[src/rtl/fhs_pkg.sv]
package fhs_pkg;

  typedef enum logic [2:0] {
    ST_IDLE,
    ST_SETUP,
    ST_HV_ERASE,
    ST_HV_PGS,
    ST_PROG,
    ST_HOLD,
    ST_RECOVER
  } seq_state_t;

  typedef enum logic [1:0] {
    ERR_PROTECT = 2'd0,
    ERR_ALIGN   = 2'd1,
    ERR_BLANK   = 2'd2,
    ERR_TIMEOUT = 2'd3
  } seq_err_t;

  function automatic int max2(input int a, input int b);
    return (a > b) ? a : b;
  endfunction

endpackage

[src/rtl/fhs_dwell_timer.sv]
module fhs_dwell_timer #(
  parameter int W = 8
) (
  input  logic         clk,
  input  logic         rst,
  input  logic         load,
  input  logic [W-1:0] load_val,
  output logic         expired
);

  logic [W-1:0] cnt_q;

  always_ff @(posedge clk) begin
    if (rst) begin
      cnt_q <= '0;
    end else if (load) begin
      cnt_q <= load_val;
    end else if (cnt_q != '0) begin
      cnt_q <= cnt_q - 1'b1;
    end
  end

  assign expired = (cnt_q == '0);

endmodule

[src/rtl/fhs_cmd_screen.sv]
module fhs_cmd_screen
  import fhs_pkg::*;
#(
  parameter int ROW_LSB = 5
) (
  input  logic               is_erase,
  input  logic [ROW_LSB-1:0] row_offset,
  input  logic [7:0]         protect_val,
  output logic               reject,
  output seq_err_t           reject_code
);

  always_comb begin
    reject      = 1'b0;
    reject_code = ERR_PROTECT;
    if (is_erase) begin
      if (protect_val != 8'hFF) begin
        reject      = 1'b1;
        reject_code = ERR_PROTECT;
      end
    end else if (row_offset != '0) begin
      reject      = 1'b1;
      reject_code = ERR_ALIGN;
    end
  end

endmodule

[src/rtl/fhs_row_tracker.sv]
module fhs_row_tracker #(
  parameter int ADDR_W  = 8,
  parameter int ROW_LSB = 5
) (
  input  logic              clk,
  input  logic              rst,
  input  logic              start,
  input  logic [ADDR_W-1:0] base,
  input  logic              advance,
  output logic [ADDR_W-1:0] cur_addr,
  output logic              at_last
);

  logic [ADDR_W-1:0] addr_q;

  always_ff @(posedge clk) begin
    if (rst) begin
      addr_q <= '0;
    end else if (start) begin
      addr_q <= base;
    end else if (advance) begin
      addr_q <= addr_q + 1'b1;
    end
  end

  assign cur_addr = addr_q;
  assign at_last  = &addr_q[ROW_LSB-1:0];

endmodule

[src/rtl/flash_hv_sequencer.sv]
module flash_hv_sequencer
  import fhs_pkg::*;
#(
  parameter int ADDR_W        = 8,
  parameter int ROW_BYTES     = 32,
  parameter int CYC_PER_US    = 8,
  parameter int T_NVS_US      = 10,
  parameter int T_PGS_US      = 5,
  parameter int T_MERASE_US   = 4000,
  parameter int T_NVHL_US     = 100,
  parameter int T_RCV_US      = 1,
  parameter int T_PROG_MAX_US = 30
) (
  input  logic              clk,
  input  logic              rst,
  input  logic              cmd_valid,
  input  logic              cmd_op,
  input  logic [ADDR_W-1:0] cmd_addr,
  input  logic [7:0]        protect_val,
  input  logic              wr_valid,
  input  logic [7:0]        wr_data,
  output logic              wr_ready,
  output logic [ADDR_W-1:0] chk_addr,
  input  logic [7:0]        chk_data,
  output logic              prog_we,
  output logic [ADDR_W-1:0] prog_addr,
  output logic [7:0]        prog_data,
  output logic              hv_erase,
  output logic              hv_mass,
  output logic              hv_pgm,
  output logic              hv_en,
  output logic              busy,
  output logic              done,
  output logic              err,
  output logic [1:0]        err_code
);

  localparam int ROW_LSB = $clog2(ROW_BYTES);
  localparam int C_NVS   = T_NVS_US * CYC_PER_US;
  localparam int C_PGS   = T_PGS_US * CYC_PER_US;
  localparam int C_ME    = T_MERASE_US * CYC_PER_US;
  localparam int C_NVHL  = T_NVHL_US * CYC_PER_US;
  localparam int C_RCV   = T_RCV_US * CYC_PER_US;
  localparam int C_PMAX  = T_PROG_MAX_US * CYC_PER_US;
  localparam int C_MAX   = max2(max2(max2(C_NVS, C_PGS), max2(C_ME, C_NVHL)),
                                max2(C_RCV, C_PMAX));
  localparam int TW      = $clog2(C_MAX + 1);

  seq_state_t st_q, st_n;
  logic       op_q, op_n;
  logic       tm_load, tm_exp;
  logic [TW-1:0] tm_val;
  logic       rej;
  seq_err_t   rej_code;
  logic       cmd_take, rej_now, byte_take, byte_blank, row_last, finish;
  logic       abort_q, abort_set;
  seq_err_t   abort_code_q, abort_code_n;
  logic       mode_on_n;

  fhs_cmd_screen #(.ROW_LSB(ROW_LSB)) u_screen (
    .is_erase   (cmd_op),
    .row_offset (cmd_addr[ROW_LSB-1:0]),
    .protect_val(protect_val),
    .reject     (rej),
    .reject_code(rej_code)
  );

  fhs_dwell_timer #(.W(TW)) u_timer (
    .clk     (clk),
    .rst     (rst),
    .load    (tm_load),
    .load_val(tm_val),
    .expired (tm_exp)
  );

  fhs_row_tracker #(.ADDR_W(ADDR_W), .ROW_LSB(ROW_LSB)) u_row (
    .clk     (clk),
    .rst     (rst),
    .start   (cmd_take),
    .base    (cmd_addr),
    .advance (byte_take),
    .cur_addr(chk_addr),
    .at_last (row_last)
  );

  assign cmd_take   = (st_q == ST_IDLE) && cmd_valid && !rej;
  assign rej_now    = (st_q == ST_IDLE) && cmd_valid && rej;
  assign byte_take  = wr_ready && wr_valid;
  assign byte_blank = (chk_data == 8'hFF);
  assign finish     = (st_q == ST_RECOVER) && tm_exp;
  assign op_n       = (st_q == ST_IDLE) ? cmd_op : op_q;

  always_comb begin
    st_n         = st_q;
    tm_load      = 1'b0;
    tm_val       = '0;
    abort_set    = 1'b0;
    abort_code_n = abort_code_q;
    unique case (st_q)
      ST_IDLE: begin
        if (cmd_take) begin
          st_n    = ST_SETUP;
          tm_load = 1'b1;
          tm_val  = TW'(C_NVS - 1);
        end
      end
      ST_SETUP: begin
        if (tm_exp) begin
          tm_load = 1'b1;
          if (op_q) begin
            st_n   = ST_HV_ERASE;
            tm_val = TW'(C_ME - 1);
          end else begin
            st_n   = ST_HV_PGS;
            tm_val = TW'(C_PGS - 1);
          end
        end
      end
      ST_HV_ERASE: begin
        if (tm_exp) begin
          st_n    = ST_HOLD;
          tm_load = 1'b1;
          tm_val  = TW'(C_NVHL - 1);
        end
      end
      ST_HV_PGS: begin
        if (tm_exp) begin
          st_n    = ST_PROG;
          tm_load = 1'b1;
          tm_val  = TW'(C_PMAX - 1);
        end
      end
      ST_PROG: begin
        if (byte_take) begin
          tm_load = 1'b1;
          if (!byte_blank) begin
            st_n         = ST_HOLD;
            tm_val       = TW'(C_NVHL - 1);
            abort_set    = 1'b1;
            abort_code_n = ERR_BLANK;
          end else if (row_last) begin
            st_n   = ST_HOLD;
            tm_val = TW'(C_NVHL - 1);
          end else begin
            tm_val = TW'(C_PMAX - 1);
          end
        end else if (tm_exp) begin
          st_n         = ST_HOLD;
          tm_load      = 1'b1;
          tm_val       = TW'(C_NVHL - 1);
          abort_set    = 1'b1;
          abort_code_n = ERR_TIMEOUT;
        end
      end
      ST_HOLD: begin
        if (tm_exp) begin
          st_n    = ST_RECOVER;
          tm_load = 1'b1;
          tm_val  = TW'(C_RCV - 1);
        end
      end
      ST_RECOVER: begin
        if (tm_exp) begin
          st_n = ST_IDLE;
        end
      end
      default: st_n = ST_IDLE;
    endcase
  end

  assign mode_on_n = (st_n == ST_SETUP) || (st_n == ST_HV_ERASE) ||
                     (st_n == ST_HV_PGS) || (st_n == ST_PROG);

  always_ff @(posedge clk) begin
    if (rst) begin
      st_q         <= ST_IDLE;
      op_q         <= 1'b0;
      abort_q      <= 1'b0;
      abort_code_q <= ERR_PROTECT;
      hv_erase     <= 1'b0;
      hv_mass      <= 1'b0;
      hv_pgm       <= 1'b0;
      hv_en        <= 1'b0;
      busy         <= 1'b0;
      wr_ready     <= 1'b0;
      done         <= 1'b0;
      err          <= 1'b0;
      err_code     <= 2'd0;
      prog_we      <= 1'b0;
      prog_addr    <= '0;
      prog_data    <= 8'h00;
    end else begin
      st_q     <= st_n;
      op_q     <= op_n;
      hv_erase <= mode_on_n && op_n;
      hv_mass  <= mode_on_n && op_n;
      hv_pgm   <= mode_on_n && !op_n;
      hv_en    <= (st_n == ST_HV_ERASE) || (st_n == ST_HV_PGS) ||
                  (st_n == ST_PROG) || (st_n == ST_HOLD);
      busy     <= (st_n != ST_IDLE);
      wr_ready <= (st_n == ST_PROG);
      if (cmd_take) begin
        abort_q <= 1'b0;
      end else if (abort_set) begin
        abort_q      <= 1'b1;
        abort_code_q <= abort_code_n;
      end
      done     <= finish && !abort_q;
      err      <= rej_now || (finish && abort_q);
      err_code <= rej_now ? rej_code : abort_code_q;
      prog_we  <= byte_take && byte_blank;
      if (byte_take) begin
        prog_addr <= chk_addr;
        prog_data <= wr_data;
      end
    end
  end

  // high voltage only drops after every mode line is already released
  a_r3_hv_drop_after_modes: assert property (@(posedge clk) disable iff (rst)
    $fell(hv_en) |-> !(hv_pgm || hv_erase || hv_mass));

  // high voltage only rises on top of a mode line that was already on
  a_r3_hv_rise_after_mode: assert property (@(posedge clk) disable iff (rst)
    $rose(hv_en) |-> ((hv_pgm || hv_erase) && $past(hv_pgm || hv_erase)));

  // no mode line is switched on under high voltage
  a_r3_mode_rise_hv_off: assert property (@(posedge clk) disable iff (rst)
    ($rose(hv_pgm) || $rose(hv_erase)) |-> !hv_en);

  // bytes are only taken while programming voltage is applied
  a_r8_ready_under_hv: assert property (@(posedge clk) disable iff (rst)
    wr_ready |-> (hv_pgm && hv_en));

  // end pulses exclusive and done lasts a single cycle
  a_r12_pulse_exclusive: assert property (@(posedge clk) disable iff (rst)
    !(done && err));
  a_r12_done_single: assert property (@(posedge clk) disable iff (rst)
    done |=> !done);

  // busy ends exactly with an end pulse
  a_r4_busy_end_pulse: assert property (@(posedge clk) disable iff (rst)
    $fell(busy) |-> (done || err));

  // no end pulse while high voltage is still applied
  a_r4_end_after_hv: assert property (@(posedge clk) disable iff (rst)
    (done || err) |-> !hv_en);

endmodule

[config.mk]
export PLATFORM = sky130hd
export DESIGN_NAME = flash_hv_sequencer
export DESIGN_NICKNAME = d
export VERILOG_FILES = /design/src/rtl/fhs_pkg.sv /design/src/rtl/fhs_dwell_timer.sv /design/src/rtl/fhs_cmd_screen.sv /design/src/rtl/fhs_row_tracker.sv /design/src/rtl/flash_hv_sequencer.sv
export SDC_FILE = /design/constraint.sdc
export NUM_CORES = 1
export LEC_CHECK = 0
export BUFFER_PORTS_ARGS = -buffer_cell sky130_fd_sc_hd__buf_2
export CAP_MARGIN = 0
export CORE_ASPECT_RATIO = 1.75
export CORE_MARGIN = 3
export CORE_UTILIZATION = 45
export DETAILED_ROUTE_END_ITERATION = 7
export GPL_ROUTABILITY_DRIVEN = 0
export PLACE_DENSITY = 0.67
export SYNTH_ARGS = -nofsm -noshare
export SYNTH_HDL_FRONTEND = slang
export SYNTH_SLANG_ARGS = --single-unit
[constraint.sdc]
create_clock -name clk -period 2.94 [get_ports clk]
set_input_delay 0.294 -clock clk [delete_from_list [all_inputs] [get_ports clk]]
set_output_delay 0.294 -clock clk [all_outputs]
set_load 0.01 [all_outputs]
== Yosys cells after proc, flatten, opt, wreduce, memory -nomap -nowiden ==
Cells that the tools add are included.
W data, S select, Z words.
Word-level totals
  register bits after elaboration: 56
  input bits: 37
  output and inout port bits: 35
Cells by class
  add/sub/neg operators: 2
  multiplexer cells: 42
  eq/ne operators: 14
  bitwise gates (word level): 1
  reductions and logical operators: 32
Operators by type and width (number)
  $pmux W15 S6: 1
  $mux W15: 5
  $mux W10: 3
  $mux W3: 10
  $mux W8: 3
  $pmux W3 S7: 1
  $eq A3 B3 Y1 const B: 5
  $logic_not A15 Y1: 1
  $reduce_bool A15 Y1: 1
  $sub A15 B1 Y15 const B: 1
  $eq A3 B2 Y1 const B: 4
  $mux W1: 12
  $logic_and A1 B1 Y1: 10
  $mux W2: 5
  $reduce_and A5 Y1: 2
  $add A8 B1 Y8 const B: 1
  $eq A8 B8 Y1 const B: 1
  $ne A8 B8 Y1 const B: 1
  $logic_or A1 B1 Y1: 7
  $mux W7: 1
  $eq A3 B1 Y1 const B: 2
  $reduce_bool A2 Y1: 3
  $reduce_bool A5 Y1: 1
  $reduce_or A4 Y1: 1
  7 further kinds: 9

== Depth between registers and ports, before layout ==
Gate-level depths: netlist of run 1.
  word-level depth: 12
  gate-level depth with buffers: 10

== Cells and area by module ==
A second synthesis of run 1 with hierarchy kept.
Unflattened totals
  cells, all modules: 335
  area, all modules: 2836.5 sq um
Modules (own cells, without submodules)
  flash_hv_sequencer: area each 1400.1 sq um, cells an instance 170, seq. area each 660.6 sq um, instances 1
  fhs_dwell_timer: area each 898.4 sq um, cells an instance 102, seq. area each 300.3 sq um, instances 1
  fhs_row_tracker: area each 483.0 sq um, cells an instance 53, seq. area each 160.2 sq um, instances 1
  fhs_cmd_screen: area each 55.1 sq um, cells an instance 10, seq. area each 0.0 sq um, instances 1

== Least setup slack after synthesis of run 1 ==
OpenSTA, ideal clock, no wires.
  path type: register -> register
  start: register u_timer.cnt_q[2]
  end: register hv_mass
  period minus slack after synthesis: 2148 ps
  slack: 792 ps
  library setup time: 123 ps
  stages on the path, launching flop included: 9
  arrival: 2025 ps
  data required time: 2817 ps
  cell sequence: dfxtp_1 -> nor4_1 -> nand3b_1 -> nand2b_1 -> buf_2 -> a211oi_1 -> nor3_2 -> a21oi_1 -> nor3_1
Between the ends
  longest elaborated chain between the ends: 9
  elaborated cells between the ends (all ways): 16
  classes of those cells: 4 x eq/ne; 7 x mux; 5 x reduce/logical
Ends and longest elaborated chain
  from (decl): RTL line fhs_dwell_timer.sv:11  | logic [W-1:0] cnt_q;
  from (signal assigned): RTL line fhs_dwell_timer.sv:17  | cnt_q <= load_val;
  from (signal assigned): RTL line fhs_dwell_timer.sv:19  | cnt_q <= cnt_q - 1'b1;
  $logic_not A15 Y1 (*): RTL line fhs_dwell_timer.sv:23  | assign expired = (cnt_q == '0);
  $mux W3: RTL line flash_hv_sequencer.sv:120, flash_hv_sequencer.sv:147
  $mux W3: RTL line flash_hv_sequencer.sv:134  | if (byte_take) begin
  $pmux W3 S7 (*): RTL line flash_hv_sequencer.sv:99  | unique case (st_q)
  $eq A3 B1 Y1 or $eq A3 B2 Y1 (tied branches): RTL line flash_hv_sequencer.sv:171  | assign mode_on_n = (st_n == ST_SETUP) || (st_n == ST_HV_ERASE) ||
  $logic_or A1 B1 Y1 (2 in a row): RTL line flash_hv_sequencer.sv:171
  $logic_or A1 B1 Y1 (*): RTL line flash_hv_sequencer.sv:172  | (st_n == ST_HV_PGS) || (st_n == ST_PROG);
  $logic_and A1 B1 Y1 (*): RTL line flash_hv_sequencer.sv:196  | hv_mass <= mode_on_n && op_n;
  to (signal assigned): RTL line flash_hv_sequencer.sv:196
  to (decl): RTL line flash_hv_sequencer.sv:29  | output logic hv_mass,
Mark *: on every way between the ends. The rest lies on a longest branch, timed or not.
A chain may end at the register's enable or synchronous reset.

== Final worst setup path of run 1 ==
  start: register u_timer.cnt_q[9]
  end: register hv_mass
Same word-level chain as after synthesis.

==> results of run 1 <==
==> path summary, 6_finish.rpt <==
check	endpoint	slack, ns	cells past startpoint	start
max reg2reg	hv_mass	0.53	8	u_timer.cnt_q[9]
min	prog_data[6]	0.21	3	wr_data[6]
max	hv_mass	0.53	8	u_timer.cnt_q[9]
min reg2reg	prog_data[4]	0.46	2	prog_data[4]
==> cell type report <==
type | instances | area [sq um] | share of cell area
inverters | 2 | 7.51 | 0.00244
repair buffers | 80 | 423 | 0.138
flip-flops and latches | 56 | 1120 | 0.365
clock buffers | 7 | 86.3 | 0.0281
multi-input cells | 243 | 1340 | 0.435
clock inverters | 1 | 7.51 | 0.00244
well taps | 74 | 92.6 | 0.0301
==> registers in the layout (all words and copies together) (netlist names) <==
name / count
abort_code_q: 2
prog_addr: 8
busy: 1
hv_mass: 1
hv_pgm: 1
abort_q: 1
hv_en: 1
op_q: 1
u_timer.cnt_q: 15
u_row.cur_addr: 8
prog_data: 8
prog_we: 1
st_q: 3
done: 1
wr_ready: 1
err_code: 2
err: 1
==> layout by cell type (no fill, tap or decap), types with 2 or more instances in the layout <==
master	instances
o21ai_1	2
ha_1	3
and3_1	5
a21oi_1	41
nor4_1	4
nand3_1	6
dfxtp_1	56
nor3_1	9
nor3b_1	2
clkbuf_8	6
buf_4	9
a31oi_1	3
nor2_1	37
nand3b_1	3
a211oi_1	6
nand2b_1	2
and4_1	2
xor2_1	14
buf_2	71
nand4_1	3
nand2_1	62
xnor2_1	5
o21ai_0	10
or3_1	4
inv_1	2
or4_1	2
==> power by group <==
part           switching, mW  internal (mW)  leakage [nW]
Combinational          0.395          0.326         0.880
Clock                  0.241          0.192        0.0445
Sequential            0.0715          0.838         0.454
==> critical path: cells and delay by family (launching register included) <==
kind	cells	cell delay, ns
compound gates	1	0.21
buf+inv	1	0.20
simple gates	6	1.53
flops	1	0.35
==> per-layer routing <==
layer	up-vias	wire, microns	GRT usage
li1	1230	-	-
met1	1136	2400	0.214
met2	63	3490	0.384
met3	14	298	0.0341
met4	0	190	0.0821
met5	-	0	0
==> per-stage QoR <==
stage / total power [mW] / instances
final: 2.06 / 463
after global placement: 1.63 / 455
after detailed placement: 1.65 / 455
after global routing: 2.23 / 463
after CTS: 2.08 / 463
after floorplan: 1.48 / 321
==> logic make-up after synthesis <==
logic type                 after synthesis  share of synthesized area
AOI/OAI and AO/OA                       70                      0.160
xor gates and xnor gates                19                     0.0651
adders and majority gates                3                     0.0147
buffers and inverters                   22                     0.0382
DFF                                     56                      0.439
muxes                                    1                    0.00392
and+or+nand+nor                        150                      0.280
==> flow_summary.toml, run 1 <==
[die]
die_area_sq_um = 6660
die_w_microns = 63.0
start_util = 0.475
die_y_microns = 106
core.rowCount = 35
pin_count = 72
core-area_sq_um = 5390

[synthesis]
yosysTopAreaCellShare = 0.439
ys.flop_type = "dfxtp_1"
ys_top_cells_by_count = "nand2_1 (62), dfxtp_1 (56), a21oi_1 (41), nor2_1 (37), xor2_1 (14)"
synth_fp_nets = 361
syn_area_sq_um = 2560
yosysSeqAreaShare = 0.439
yosys-top-cells-area = "dfxtp_1 (44%), nand2_1 (9.1%), a21oi_1 (8.0%)"
yosys.area.top_type = "dfxtp_1"
syn_inst = 321
async_flop_share = 0
yosys_register_bits = 56
syn_area_per_cell_sq_um = 7.96
ys_types = 46
synth-edff-count = 0
yosysMostFrequentCell = "nand2_1"
synth_warnings = 0

[clocking]
clockRootBuffer = "clkbuf_8"
clkLatencyLatePin_ns = 0.30
cts_buffers = 5
clockBufferDepth = 2
cts_tree = "built"
post-cts-setup-buffers = 0
clk_pin_slew_ns = 0.10
clkSinkCount = 56
ctsHoldBuffers = 0
cts.repair.resized = 0
cts.htree.levels = 2

[placed_design]
post_dp_cell_area_sq_um = 2980
place_ws_ns = 0.551
io_buffers = 71
dpl.hpwl_mm = 4.87

[timing]
period_share = 0.820
worst_pin_slew_ns = 0.997
fin_tns_setup_ns = 0
relSlewSlack = 0.331
fin_crit_ns = 2.41
hold_slack_ns = 0.211
fmax_mhz = 415
skew_ns = 0.00675
drv_slew = 0
setup_viol_count_final = 0
setup_slack_ns = 0.531
rsz0062_at_grt = "no"
hold_violations = 0

[critical_path]
cp-start-kind = "flop"
crit_type = "flop to flop"
cpMostUsedCell = "nor3_1"
path_cells = "or4_4 > nor3_1 > nand2b_1 > buf_4 > nor4b_2 > nor3_2 > a21oi_1 > nor3_1"
endpoint_kind = "flop"
crit_slowest_cell = "or4_4"
crit_path_max_incr_delay_ns = 0.57
crit_required_ns = 3.13
path_max_fanout = 7
cp.arrival_ns = 2.60

[drt]
firstDrtPassIters = 4
vias = 2443
ant_nets = 0
drtIter0Drc = 103
routed_via_density = 5.28
routed_wl_mm = 6.37
wl_per_cell_microns = 13.8
drc = 0

[layout]
final_nets = 428
final_area_sq_um = 3080
fillers = 550
final_util = 0.571
diodes = 0
layout-drive-gt1-share = 0.247
area.growth.synth_to_final_pct = 20.3

[hold_path]
hold_class = "input pin to flop"

[grt]
grt_use_total = 0.202
grt_pass1_vias = 2457
gr-total-overflow = 0
grt_pass1_wl_mm = 11.1
antenna_found_initial = 0
grt_max_degree = 37

[power_and_ir_drop]
ir_worst_vdd_uv = 419
p_leak_nw = 1.38
p_per_area_nw_per_um2 = 671

[status]
status = "finished clean"

[run]
max_cap_viol_count = 0
Power figures use the tool's default switching activity.
==> run 2, diff against run 1 <==
Settings changed: PLACE_DENSITY 0.67 to 0.7.
Clock period 2.94 ns to 2.05 ns, I/O delays scaled along.
==> run 2 against run 1 <==
Net effect: the flow now finishes with violations (setup timing); register-to-register slack worse by 0.69 ns; largest power group is now combinational logic; clock skew hardly changed; critical path depth decreased by 1.
==> flow_summary.toml, run 2 (synthesized netlist as in run 1, its figures left out) <==
[die]
die_area_sq_um = 6660
pin_count = 72
start_util = 0.475
core.rowCount = 35
die_w_microns = 63.0
core-area_sq_um = 5390
die_y_microns = 106

[critical_path]
crit_type = "flop to flop"
crit_path_start = "u_timer.cnt_q[8]"
crit_slowest_cell = "or4_4"
path_cells = "or4_4 > or3_4 > o311ai_4 > nand2_2 > nor3_4 > buf_4 > and3_1"
path_max_fanout = 3
r2r_setup_slack_ns = -0.16
cp.arrival_ns = 2.47
endpoint_kind = "flop"
cp_top_family = "simple AND/OR/NAND/NOR gates"
crit_required_ns = 2.32
r2r-start = "u_timer.cnt_q[8]"
cp-start-kind = "flop"
crit_path_max_incr_delay_ns = 0.57
critPathBufInv = 1

[timing]
setup_viol_count_final = 15
fin_tns_setup_ns = -1.04
setup_slack_ns = -0.156
hold_violations = 0
fin_crit_ns = 2.21
worst_pin_slew_ns = 0.578
skew_ns = 0.00699
fmax_mhz = 453
relSlewSlack = 0.614
period_share = 1.08
hold_slack_ns = 0.117
drv_slew = 0
rsz0062_at_grt = "yes"

[clocking]
cts.htree.levels = 2
clk_pin_slew_ns = 0.10
cts_tree = "built"
clkLatencyLatePin_ns = 0.31
clockRootBuffer = "clkbuf_8"
cts_buffers = 5
clockBufferDepth = 2
clkSinkCount = 56

[hold_path]
hold_class = "input pin to flop"
hp-start = "wr_data[6]"

[drt]
routed_via_density = 5.28
drc = 0
vias = 2662
ant_nets = 0
wl_per_cell_microns = 14.3
drtIter0Drc = 95
firstDrtPassIters = 4
routed_wl_mm = 7.18

[layout]
fillers = 453
area.growth.synth_to_final_pct = 40.1
diodes = 0
layout-drive-gt1-share = 0.360
final_area_sq_um = 3580
layout_commonest_cell = "buf_2"
final_nets = 469
largest_reg_flops = 15
final_cell_mix = "buf_2 (71), nand2_1 (61), dfxtp_1 (55)"
largest_register = "u_timer.cnt_q"

[grt]
grt_pass1_wl_mm = 11.9
grt_pass1_vias = 2709
gr-total-overflow = 0
grt_use_total = 0.218
antenna_found_initial = 0
grt_max_degree = 32

[status]
violations = "setup timing"
status = "finished, violations left"

[power_and_ir_drop]
ir_worst_vdd_uv = 565
p_per_area_nw_per_um2 = 1020
p_leak_nw = 1.64

[run]
max_cap_viol_count = 0

[placed_design]
dpl.hpwl_mm = 5.15
io_buffers = 71
post_dp_cell_area_sq_um = 3240
==> run 2: changes by cell type in the layout (fill, tap and decap cells not counted), moves of 4 or more <==
cell     change
buf_4       +36
a21oi_1      -8
a21oi_2      +7
buf_6        +4
==> run 2: routing by layer <==
metal	wire length (microns)	GRT usage
met1	2630	0.235
met2	4020	0.414
met3	395	0.0352
met4	137	0.0837
met5	0	0
==> run 2: stage by stage <==
step	setup slack (ns)	total power, mW	instances	utilization
global placement	-0.317	2.57	487	0.602
detailed placement	-0.349	2.60	487	0.602
global route	-0.229	3.88	504	0.665
floorplan	-0.0357	2.14	321	-
finish	-0.156	3.67	504	0.665
CTS	-0.118	3.50	502	0.646
==> run 2: final timing paths <==
path	endpoint	depth (start not counted)
max	wr_ready	7
min	prog_data[6]	3
max reg2reg	wr_ready	7
min reg2reg	prog_data[0]	2
==> run 2: area by class of cell <==
type | count | area [sq um] | share of cell area
clock inverters | 1 | 30.0 | 0.00838
clock buffers | 7 | 96.3 | 0.0269
flip-flops and latches | 56 | 1120 | 0.313
well taps | 74 | 92.6 | 0.0258
inverters | 2 | 7.51 | 0.00210
multi-input cells | 244 | 1500 | 0.417
repair buffers | 120 | 738 | 0.206
==> run 2: power by group <==
| group | total (mW) | leakage, nW | switching (mW) | internal (mW) |
|---|---|---|---|---|
| sequential | 1.28 | 0.455 | 0.0740 | 1.20 |
| combinational | 1.59 | 1.12 | 0.832 | 0.762 |
| clock | 0.794 | 0.0645 | 0.362 | 0.432 |
| total | 3.67 | 1.64 | 1.27 | 2.40 |
==> run 2: tightest hold or removal path: stages <==
cell,delay (ns)
buf_2,0.10
nand2_1,0.04
a21oi_1,0.05
==> run 2: what timing repair did <==
action,CTS,global route
gates resized for setup,10,19
setup buffers,6,2
endpoints found under the setup margin,24,23
pin swaps,9,9
cloned,1,0
hold buffers,0,0
endpoints found under the hold margin,0,0
==> run 3, diff against run 2 <==
Settings changed: BUFFER_PORTS_ARGS -buffer_cell sky130_fd_sc_hd__buf_2 to unset, DONT_BUFFER_PORTS set to 1, PLACE_DENSITY 0.7 to 0.59.
==> run 3 against run 2 <==
Net effect: the flow still finishes with violations (setup timing); worst hold slack got worse by 0.052 ns; worst setup slack improved by 0.042 ns; final area fell by 5.0%; sequential cell count did not move; sequential power barely moved.
==> flow_summary.toml, run 3 (synthesized netlist as in run 1, its figures left out) <==
[clocking]
clkSinkCount = 56
clk_pin_slew_ns = 0.10
clockBufferDepth = 2
clkLatencyLatePin_ns = 0.31
cts.htree.levels = 2
cts_tree = "built"
cts_buffers = 5
clockRootBuffer = "clkbuf_8"

[critical_path]
crit_path_start = "u_timer.cnt_q[8]"
r2r-start = "u_timer.cnt_q[8]"
endpoint_kind = "flop"
path_max_fanout = 3
crit_type = "flop to flop"
cp.arrival_ns = 2.41
crit_required_ns = 2.30
cp-start-kind = "flop"

[die]
pin_count = 72
core-area_sq_um = 5390
core.rowCount = 35
die_y_microns = 106
start_util = 0.475
die_w_microns = 63.0
die_area_sq_um = 6660

[drt]
drc = 0
wl_per_cell_microns = 15.3
vias = 2395
ant_nets = 0
routed_wl_mm = 6.91
drtIter0Drc = 76
firstDrtPassIters = 4
routed_via_density = 5.30

[status]
status = "finished, violations left"
violations = "setup timing"

[timing]
setup_slack_ns = -0.114
setup_viol_count_final = 9
relSlewSlack = 0.567
fin_tns_setup_ns = -0.346
period_share = 1.06
skew_ns = 0.00904
hold_violations = 0
rsz0062_at_grt = "yes"
fin_crit_ns = 2.16
worst_pin_slew_ns = 0.646
drv_slew = 0
fmax_mhz = 462

[power_and_ir_drop]
p_leak_nw = 1.44
p_comb_frac = 0.429
p_int_mw = 2.32
switching_share = 0.336
p_sw_mw = 1.17
clockPowerShare = 0.207
ir_worst_vdd_uv = 614
p_per_area_nw_per_um2 = 1020
pwr-share-seq = 0.365

[layout]
final_cell_mix = "nand2_1 (61), dfxtp_1 (55), buf_4 (43)"
layout-drive-gt1-share = 0.228
final_nets = 417
area.growth.synth_to_final_pct = 33.2
multiInputGateArea_sq_um = 1490
final_area_sq_um = 3400
largest_reg_flops = 15
seq_area_sq_um = 1120
diodes = 0
layout_commonest_cell = "nand2_1"
fillers = 504
largest_register = "u_timer.cnt_q"

[grt]
grt_use_total = 0.205
antenna_found_initial = 0
grt_pass1_vias = 2337
grt_pass1_wl_mm = 11.1
gr-total-overflow = 0
grt_max_degree = 47

[placed_design]
post_dp_cell_area_sq_um = 2900
io_buffers = 0
dpl.hpwl_mm = 4.74

[run]
max_cap_viol_count = 0

[hold_path]
hp-start = "cmd_addr[0]"
hold_class = "input pin to flop"
## run 3: cell types whose count changed in the layout (fill, tap and decap cells not counted), sizes merged
cell,change
buf,-72
clkbuf,-1
clkinv,+1
dlygate4sd3,+20
## run 3: what timing repair did
action	in CTS	in global routing
gates cloned	0	1
hold buffers	20	1
endpoints found under the setup margin	21	23
buffers inserted	1	4
hold endpoints to repair	44	24
resized for setup	7	24
pin swaps	3	13
## run 3: power by group through the flow
| stage | Combinational [mW] | Sequential (mW) | Clock, mW |
|---|---|---|---|
| finish | 1.50 | 1.27 | 0.721 |
| global route | 1.67 | 1.29 | 0.776 |
| CTS | 1.35 | 1.27 | 0.738 |
| detailed placement | 1.30 | 1.29 | 0 |
| global placement | 1.28 | 1.29 | 0 |
| floorplan | 0.831 | 1.31 | 0 |
## run 3: worst paths after layout
kind	end	depth (start not counted)	slack [ns]
setup / recovery	wr_ready	7	-0.11
hold / removal	u_row.cur_addr[0]	2	0.07
setup reg to reg	wr_ready	7	-0.11
hold reg to reg	done	1	0.48
## run 3: through the flow
step                hold slack, ns  cells  power, mW  worst slack [ns]  utilization
floorplan                    0.341    321       2.14           -0.0357            -
global placement             0.279    418       2.57            -0.232        0.538
detailed placement           0.280    418       2.59            -0.215        0.538
CTS                        -0.0590    447       3.36           -0.0863        0.605
global route                0.0588    452       3.73            -0.180        0.632
finish                      0.0657    452       3.49            -0.114        0.632
## run 3: layout make-up
| type | instances | area share |
|---|---|---|
| timing repair buffer | 68 | 0.173 |
| inverter | 2 | 0.00221 |
| multi-input combinational | 244 | 0.437 |
| clock buffer | 6 | 0.0213 |
| clock inverter | 2 | 0.0103 |
| tap | 74 | 0.0272 |
| sequential | 56 | 0.330 |
## run 3: layer usage
metal  up-vias  part of all wire  global-route usage
li1       1215                 -                   -
met1      1117              0.38               0.224
met2        51              0.56               0.383
met3        12             0.042              0.0405
met4         0             0.020              0.0695
met5         -                 0                   0
## run 3: critical path, stage by stage (launching register included)
cell	delay (ns)
dfxtp_2	0.33
or4_4	0.56
or3_4	0.37
o311ai_2	0.21
nand2_1	0.09
nor3_2	0.20
buf_4	0.18
and3_1	0.15
